--- config.mk ---
export PLATFORM = sky130hd
export DESIGN_NAME = outctl_i2c_slave
export DESIGN_NICKNAME = d
export VERILOG_FILES = /design/src/rtl/outctl_pkg.sv /design/src/rtl/outctl_line_sync.sv /design/src/rtl/outctl_bus_engine.sv /design/src/rtl/outctl_regfile.sv /design/src/rtl/outctl_i2c_slave.sv
export SDC_FILE = /design/constraint.sdc
export NUM_CORES = 1
export LEC_CHECK = 0
export CORE_ASPECT_RATIO = 1.25
export CORE_MARGIN = 5
export CORE_UTILIZATION = 57
export DETAILED_ROUTE_END_ITERATION = 8
export PLACE_DENSITY = 0.86
export SYNTH_ARGS = -nofsm -noshare
export SYNTH_HDL_FRONTEND = slang
export SYNTH_HIERARCHICAL = 1
export SYNTH_SLANG_ARGS = --single-unit
--- constraint.sdc ---
create_clock -name clk -period 2 [get_ports clk]
set_input_delay 0.3 -clock clk [delete_from_list [all_inputs] [get_ports clk]]
set_output_delay 0.3 -clock clk [all_outputs]
set_load 0.005 [all_outputs]
--- src/rtl/outctl_pkg.sv ---
// Shared constants and types for the output-control serial slave.
// Assumes byte-wide transfers and a 7-bit device address.
package outctl_pkg;

    localparam int BYTE_W = 8;

    typedef enum logic [2:0] {
        ST_IDLE,
        ST_ADDR,
        ST_ADDR_ACK,
        ST_WR,
        ST_WR_ACK,
        ST_RD,
        ST_RD_ACK,
        ST_SKIP
    } bus_state_t;

    typedef struct packed {
        logic       rail2_on;
        logic [2:0] rail2_lvl;
        logic       rail1_on;
        logic       rail1_hi;
        logic       sw2_on;
        logic       sw1_on;
    } ctrl_t;

endpackage

--- src/rtl/outctl_line_sync.sv ---
// Synchronizes one bus line into the clk domain and keeps the previous
// synchronized value so that edge detection can be done downstream.
// Assumes the idle line level is high, so reset loads ones.
module outctl_line_sync #(
    parameter int STAGES = 2
) (
    input  logic clk,
    input  logic rst_n,
    input  logic line_in,
    output logic line_s,
    output logic line_d
);

    logic [STAGES-1:0] chain;

    // Shift the raw line through the synchronizer chain.
    always_ff @(posedge clk) begin
        if (!rst_n) chain <= '1;
        else        chain <= {chain[STAGES-2:0], line_in};
    end

    // Hold the previous synchronized sample for edge detection.
    always_ff @(posedge clk) begin
        if (!rst_n) line_d <= 1'b1;
        else        line_d <= chain[STAGES-1];
    end

    assign line_s = chain[STAGES-1];

endmodule

--- src/rtl/outctl_bus_engine.sv ---
// Serial protocol engine: detects START and STOP, shifts the address
// and data bits, drives the acknowledge, and serializes the read-back
// byte. It serves one byte per transfer and then ignores the bus until
// the next START. Assumes inputs are already synchronized.
module outctl_bus_engine
    import outctl_pkg::*;
#(
    parameter logic [6:0] DEV_ADDR = 7'b0001000
) (
    input  logic              clk,
    input  logic              rst_n,
    input  logic              active_en,
    input  logic              scl_s,
    input  logic              scl_d,
    input  logic              sda_s,
    input  logic              sda_d,
    input  logic [BYTE_W-1:0] rd_byte,
    output logic              sda_pull,
    output logic              wr_stb,
    output logic [BYTE_W-1:0] wr_byte
);

    localparam int CNT_W = $clog2(BYTE_W + 1);
    localparam logic [CNT_W-1:0] CNT_FULL = CNT_W'(BYTE_W);
    localparam logic [CNT_W-1:0] CNT_LAST = CNT_W'(BYTE_W - 1);

    bus_state_t        state;
    logic [CNT_W-1:0]  cnt;
    logic [BYTE_W-1:0] shreg;
    logic              scl_rise, scl_fall, bus_start, bus_stop;

    // Bus events derived from the current and previous synchronized samples.
    always_comb begin
        scl_rise  = scl_s & ~scl_d;
        scl_fall  = ~scl_s & scl_d;
        bus_start = scl_s & scl_d & sda_d & ~sda_s;
        bus_stop  = scl_s & scl_d & ~sda_d & sda_s;
    end

    // Protocol state, bit counter, shift register and SDA drive.
    always_ff @(posedge clk) begin
        if (!rst_n) begin
            state    <= ST_IDLE;
            cnt      <= '0;
            shreg    <= '0;
            sda_pull <= 1'b0;
            wr_stb   <= 1'b0;
        end else begin
            wr_stb <= 1'b0;
            if (!active_en) begin
                state    <= ST_IDLE;
                cnt      <= '0;
                sda_pull <= 1'b0;
            end else if (bus_start) begin
                state    <= ST_ADDR;
                cnt      <= '0;
                sda_pull <= 1'b0;
            end else if (bus_stop) begin
                state    <= ST_IDLE;
                sda_pull <= 1'b0;
            end else begin
                case (state)
                    ST_ADDR, ST_WR: begin
                        if (scl_rise) begin
                            shreg <= {shreg[BYTE_W-2:0], sda_s};
                            cnt   <= cnt + 1'b1;
                        end else if (scl_fall && cnt == CNT_FULL) begin
                            if (state == ST_WR) begin
                                state    <= ST_WR_ACK;
                                sda_pull <= 1'b1;
                            end else if (shreg[BYTE_W-1:1] == DEV_ADDR) begin
                                state    <= ST_ADDR_ACK;
                                sda_pull <= 1'b1;
                            end else begin
                                state <= ST_SKIP;
                            end
                        end
                    end
                    ST_ADDR_ACK: begin
                        if (scl_fall) begin
                            cnt <= '0;
                            if (shreg[0]) begin
                                state    <= ST_RD;
                                shreg    <= rd_byte;
                                sda_pull <= ~rd_byte[BYTE_W-1];
                            end else begin
                                state    <= ST_WR;
                                sda_pull <= 1'b0;
                            end
                        end
                    end
                    ST_WR_ACK: begin
                        if (scl_fall) begin
                            sda_pull <= 1'b0;
                            wr_stb   <= 1'b1;
                            state    <= ST_SKIP;
                        end
                    end
                    ST_RD: begin
                        if (scl_fall) begin
                            if (cnt == CNT_LAST) begin
                                state    <= ST_RD_ACK;
                                sda_pull <= 1'b0;
                            end else begin
                                cnt      <= cnt + 1'b1;
                                shreg    <= {shreg[BYTE_W-2:0], 1'b0};
                                sda_pull <= ~shreg[BYTE_W-2];
                            end
                        end
                    end
                    ST_RD_ACK: begin
                        if (scl_fall) state <= ST_SKIP;
                    end
                    default: ;
                endcase
            end
        end
    end

    assign wr_byte = shreg;

endmodule

--- src/rtl/outctl_regfile.sv ---
// Holds the control byte and produces the registered, overvoltage-gated
// decoded outputs. The byte is cleared in standby. Assumes wr_stb is a
// single-cycle pulse issued only in active mode.
module outctl_regfile
    import outctl_pkg::*;
(
    input  logic              clk,
    input  logic              rst_n,
    input  logic              active_en,
    input  logic              ovp_flag,
    input  logic              wr_stb,
    input  logic [BYTE_W-1:0] wr_byte,
    output logic [BYTE_W-1:0] ctrl_byte,
    output ctrl_t             out_vec
);

    // Store the committed byte; standby clears it.
    always_ff @(posedge clk) begin
        if (!rst_n)         ctrl_byte <= '0;
        else if (!active_en) ctrl_byte <= '0;
        else if (wr_stb)     ctrl_byte <= wr_byte;
    end

    // Register the decoded outputs, forced off during overvoltage.
    always_ff @(posedge clk) begin
        if (!rst_n)        out_vec <= '0;
        else if (ovp_flag) out_vec <= '0;
        else               out_vec <= ctrl_t'(ctrl_byte);
    end

endmodule

--- src/rtl/outctl_i2c_slave.sv ---
// Top level of the output-control serial slave: two line synchronizers,
// the protocol engine and the control register with output gating.
// Assumes clk runs at least 8x the SCL rate; SDA is open-drain outside.
module outctl_i2c_slave
    import outctl_pkg::*;
#(
    parameter logic [6:0] DEV_ADDR    = 7'b0001000,
    parameter int         SYNC_STAGES = 2
) (
    input  logic       clk,
    input  logic       rst_n,
    input  logic       active_en,
    input  logic       ovp_flag,
    input  logic       scl_in,
    input  logic       sda_in,
    output logic       sda_pull,
    output logic       rail2_on,
    output logic [2:0] rail2_lvl,
    output logic       rail1_on,
    output logic       rail1_hi,
    output logic       sw2_on,
    output logic       sw1_on
);

    logic              scl_s, scl_d, sda_s, sda_d;
    logic              wr_stb;
    logic [BYTE_W-1:0] wr_byte;
    logic [BYTE_W-1:0] ctrl_byte;
    ctrl_t             out_vec;

    outctl_line_sync #(.STAGES(SYNC_STAGES)) u_scl_sync (
        .clk(clk), .rst_n(rst_n), .line_in(scl_in), .line_s(scl_s), .line_d(scl_d)
    );

    outctl_line_sync #(.STAGES(SYNC_STAGES)) u_sda_sync (
        .clk(clk), .rst_n(rst_n), .line_in(sda_in), .line_s(sda_s), .line_d(sda_d)
    );

    outctl_bus_engine #(.DEV_ADDR(DEV_ADDR)) u_engine (
        .clk(clk), .rst_n(rst_n), .active_en(active_en),
        .scl_s(scl_s), .scl_d(scl_d), .sda_s(sda_s), .sda_d(sda_d),
        .rd_byte(ctrl_byte), .sda_pull(sda_pull),
        .wr_stb(wr_stb), .wr_byte(wr_byte)
    );

    outctl_regfile u_regs (
        .clk(clk), .rst_n(rst_n), .active_en(active_en), .ovp_flag(ovp_flag),
        .wr_stb(wr_stb), .wr_byte(wr_byte),
        .ctrl_byte(ctrl_byte), .out_vec(out_vec)
    );

    assign rail2_on  = out_vec.rail2_on;
    assign rail2_lvl = out_vec.rail2_lvl;
    assign rail1_on  = out_vec.rail1_on;
    assign rail1_hi  = out_vec.rail1_hi;
    assign sw2_on    = out_vec.sw2_on;
    assign sw1_on    = out_vec.sw1_on;

endmodule

# After elaboration in Yosys (flattened, before gate mapping)
# Index checks and enable logic that the tools add are counted.
# word_totals
reg_bits	39
inputBits	6
out_inout_bits	9
wordCells	115
# classes
addsub	1
n_eq_ne	26
muxes	34
n_bitwise	18
n_reduce_logical	18
# ops
cell	count
$mux 8	5
$mux 3	9
$pmux 8 s3	1
$reduce_and 7->1	3
$ne 4x1->1 const B	5
$mux 4	4
$ne 2x1->1 const B	8
$mux 1	12
$pmux 3 s4	1
$pmux 4 s3	1
$not 1->1	11
$eq 3x3->1 const B	3
$reduce_and 9->1	1
$reduce_and 8->1	1
$reduce_bool 4->1	2
$and 1x1->1	7
$eq 7x4->1 const B	1
$eq 3x2->1 const B	2
$reduce_and 6->1	1
$reduce_bool 6->1	1
$reduce_or 2->1	3
$reduce_or 5->1	1
$add 4x1->4 const B	1
$eq 4x3->1 const B	1
11 further kinds	12

# Logic depth before layout (Yosys ltp)
# depth
depth_word	8
ltp_mapped	6
ltp_nobuf	6

# Hierarchy
# Netlist, hierarchy kept.
# modules_own_cells
module	instances	cells_per_inst	area_each_um2	seq_area_each_um2
outctl_bus_engine	1	173	1335.0	340.3
outctl_regfile	1	43	509.2	320.3
outctl_line_sync	2	6	78.8	60.1

# Worst setup path before layout
# No wires, ideal clock.
# synth_path
path_type	reg2reg
start	register u_scl_sync.chain[1]
end	register u_engine.shreg[1], in the netlist u_engine/wr_byte[1]
setup_time_ps	117
arrival_ps	1728
required_time_ps	1883
setup_slack_ps	154
stages_incl_launch_ff	7
path_buffers	2
synth_period_minus_slack_ps	1846
path_cell_list	dfxtp_1 buf_4 and3b_1 o22a_4 or4_4 buf_6 a32o_1
# synth_between
elab_chain_len	5
word_cells_on_any_way	14
cone_classes	3 x eq/ne; 10 x bitwise; 1 x reduce/logical
# synth_rtl
item	line	text
start: declaration	outctl_line_sync.sv:14	logic [STAGES-1:0] chain;
start signal: assignment	outctl_line_sync.sv:19	else chain <= {chain[STAGES-2:0], line_in};
$and 1x1->1	outctl_bus_engine.sv:36, outctl_bus_engine.sv:37	
$and 1x1->1 (on tied branches) (2 in series)	outctl_bus_engine.sv:36, outctl_bus_engine.sv:37	
$not 1->1 (no source line)	--	
$reduce_and 9->1 (no source line) (*)	--	
end signal: assignment	outctl_bus_engine.sv:65	shreg <= {shreg[BYTE_W-2:0], sda_s};
end signal: assignment	outctl_bus_engine.sv:84	shreg <= rd_byte;
end signal: assignment	outctl_bus_engine.sv:106	shreg <= {shreg[BYTE_W-2:0], 1'b0};
end: declaration	outctl_bus_engine.sv:29	logic [BYTE_W-1:0] shreg;
# Every way passes the cells marked *; elsewhere a longest branch is shown, timed or not.
# A chain may end at the register's enable or synchronous reset.

# Worst setup path in the final report
# Ends and elaborated chain as after synthesis.

==> flow_summary.json <==
{
  "status": "complete, no violations",
  "place_hpwl_um": 3410,
  "grt_use_met3": 0.0428,
  "drive_gt1_frac": 0.118,
  "setup_viol": 0,
  "drv_slew": 0,
  "syn_inst": 228,
  "drt_iter0_markers": 106,
  "cap_violations": 0,
  "required_ns": 2.19,
  "num_vias": 1786,
  "post_cts_buffers": 0,
  "viasPerCell": 6.10,
  "wire_per_inst_um": 16.2,
  "portBuffers": 14,
  "rows": 24,
  "first_global_vias": 1794,
  "rr_endpoint": "u_engine/wr_byte[1]",
  "rsz0062_at_grt": "no",
  "cts_inserted_buffers": 5,
  "post-route-period-util": 0.939,
  "startpoint_type": "flop",
  "synth_fp_nets": 236,
  "r2r_slack_ns": 0.12,
  "max_freq_mhz": 532,
  "arrival_ns": 2.07,
  "yosysUniqueCellTypes": 55,
  "cts_tree": "built",
  "grt_first_pass_wirelength_um": 8000,
  "grt_util_all_layers": 0.204,
  "synthArstFlopShare": 0,
  "num_io_pins": 15,
  "antenna_found_initial": 0,
  "synth_area_sq_mm": 0.00200,
  "drtAntennaViolNets": 0,
  "cts_buffer_depth": 2,
  "grtUsageMet1": 0.238,
  "crit_fanout": 11,
  "hold_end": "u_sda_sync/chain[1]",
  "hp-class": "flop to flop",
  "fin_nets": 261,
  "gr-usage-met2": 0.339,
  "relSlewSlack": 0.641,
  "power_density_mw_per_mm2": 649,
  "ys_warn_count": 6,
  "die_w_um": 63.0,
  "dp_slack_ns": 0.139,
  "start_util": 0.580,
  "grt_max_degree": 20,
  "cts_hold_buf": 0,
  "leakage_nw": 0.930,
  "top_usage_layer": "met2",
  "finalCriticalPeriod_ns": 1.88,
  "syn_area_per_cell_sq_um": 8.78,
  "fin_setup_tns_ns": 0,
  "wirelength_um": 4760,
  "cts.sinks": 39,
  "placed_cells": 285,
  "dieArea_sq_mm": 0.00480,
  "worst_pin_slew_ns": 0.534,
  "ys_ff_latch": 39,
  "path_clk_slew_ns": 0.08,
  "min_from": "u_sda_sync/chain[0]",
  "synth-edff-count": 0,
  "firstDrtPassIters": 4,
  "finalHoldViolCount": 0,
  "htree_levels": 2,
  "layout_setup_ws_ns": 0.122,
  "place_congestion": 0.911,
  "final_cell_count_no_fill": 293,
  "skew_ns": 0.00656,
  "holdWs_ns": 0.413,
  "synth_seq_area_share": 0.390,
  "reg2reg_depth": 4,
  "drc": 0,
  "whs_path_depth": 1,
  "core_sq_mm": 0.00345,
  "antenna_cells": 0,
  "critPathKind": "flop to flop",
  "dieHeight_um": 76.3,
  "r2r-start": "u_scl_sync/chain[1]",
  "areaGrowthSynthToFinish_pct": 17.9,
  "endpoint_kind": "flop",
  "cts_resized": 0,
  "synthFlopType": "dfxtp_1",
  "cts_root_buffer": "clkbuf_8",
  "grt_overflow": 0,
  "clk_latency_ns": 0.29,
  "vdd_drop_max_mv": 0.472
}
-- routing by layer --
| layer | vias up | routed length, um |
|---|---|---|
| met5 | - | 0 |
| met4 | 0 | 218 |
| met3 | 20 | 231 |
| met2 | 58 | 2320 |
| met1 | 839 | 1990 |
| li1 | 869 | - |
-- worst max-delay path by stage --
stage                        start             endpoint  slack (ns)  cells after the start
5_1_grt        u_scl_sync/chain[1]  u_engine/wr_byte[1]        0.03                      4
2_1_floorplan  u_scl_sync/chain[1]  u_engine/wr_byte[1]        0.15                      6
3_5_place_dp   u_scl_sync/chain[1]  u_engine/wr_byte[1]        0.14                      4
4_1_cts        u_scl_sync/chain[1]  u_engine/wr_byte[1]        0.13                      4
6_report       u_scl_sync/chain[1]  u_engine/wr_byte[1]        0.12                      4
3_3_place_gp   u_scl_sync/chain[1]  u_engine/wr_byte[1]        0.19                      4
-- cells in the mapped netlist, drive strengths merged, types with 4 or more instances --
cell type | number | area [sq um]
a21oi | 8 | 40.0
buf | 5 | 40.0
o21ai | 10 | 50.1
nand2b | 9 | 56.3
nor3 | 4 | 20.0
and2 | 14 | 87.6
clkbuf | 8 | 30.0
and3b | 4 | 35.0
nor2b | 4 | 32.5
nand2 | 16 | 60.1
dfxtp | 39 | 781
nand3 | 5 | 25.0
inv | 7 | 26.3
and3 | 8 | 50.1
nor2 | 19 | 71.3
mux2i | 15 | 150
-- cell families after synthesis --
| kind of cell | after synthesis | synth area share |
|---|---|---|
| AOI/OAI and AO/OA | 45 | 0.159 |
| xor gates and xnor gates | 1 | 0.00438 |
| buffers and inverters | 20 | 0.0481 |
| adders and majority gates | 2 | 0.0125 |
| muxes | 16 | 0.0806 |
| DFF | 39 | 0.390 |
| and+or+nand+nor | 105 | 0.306 |
-- layout make-up --
cell class	count	area (sq um)
Timing Repair Buffer	31	268
Multi-Input combinational cell	169	1120
Clock buffer	5	68.8
Tap cell	39	48.8
Sequential cell	39	781
Clock inverter	3	43.8
Inverter	7	26.3
Fill cell	276	1090
-- stage by stage --
| step | power [mW] | instance area [sq um] | util |
|---|---|---|---|
| 2_1_floorplan | 0.850 | 2000 | - |
| 3_3_place_gp | 0.882 | 2250 | 0.651 |
| 3_5_place_dp | 0.884 | 2250 | 0.651 |
| 4_1_cts | 1.55 | 2360 | 0.684 |
| 5_1_grt | 1.59 | 2360 | 0.684 |
| 6_report | 1.53 | 2360 | 0.684 |
-- cell usage in the layout, fill, tap and decap left out, drive strengths merged, types with 4 or more instances in the layout --
| cell type | count |
|---|---|
| nor2 | 19 |
| a21oi | 8 |
| nor3 | 4 |
| and3 | 8 |
| dfxtp | 39 |
| nand3 | 5 |
| and3b | 4 |
| mux2i | 15 |
| nand2 | 16 |
| o21ai | 10 |
| inv | 7 |
| buf | 17 |
| nor2b | 4 |
| clkdlybuf4s50 | 14 |
| and2 | 14 |
| nand2b | 9 |
| clkbuf | 5 |
-- state kept, by name, summed over array words and instances, names as in the netlist --
signal             cells
u_engine/cnt           4
u_engine/sda_pull      1
u_engine/state         3
u_engine/wr_byte       8
u_engine/wr_stb        1
u_regs/ctrl_byte       8
u_regs/out_vec         8
u_scl_sync/chain       2
u_scl_sync/line_d      1
u_sda_sync/chain       2
u_sda_sync/line_d      1
-- power by group --
part | switching (mW) | internal (mW)
clock | 0.293 | 0.371
sequential | 0.00700 | 0.781
combinational | 0.0428 | 0.0361
total | 0.343 | 1.19
-- critical path: stages (launching register included) --
cell     delay, ns
dfxtp_1       0.52
inv_1         0.12
o22a_4        0.24
or4_4         0.62
a32o_1        0.29
Note: power is estimated with default switching activity, not from simulation.
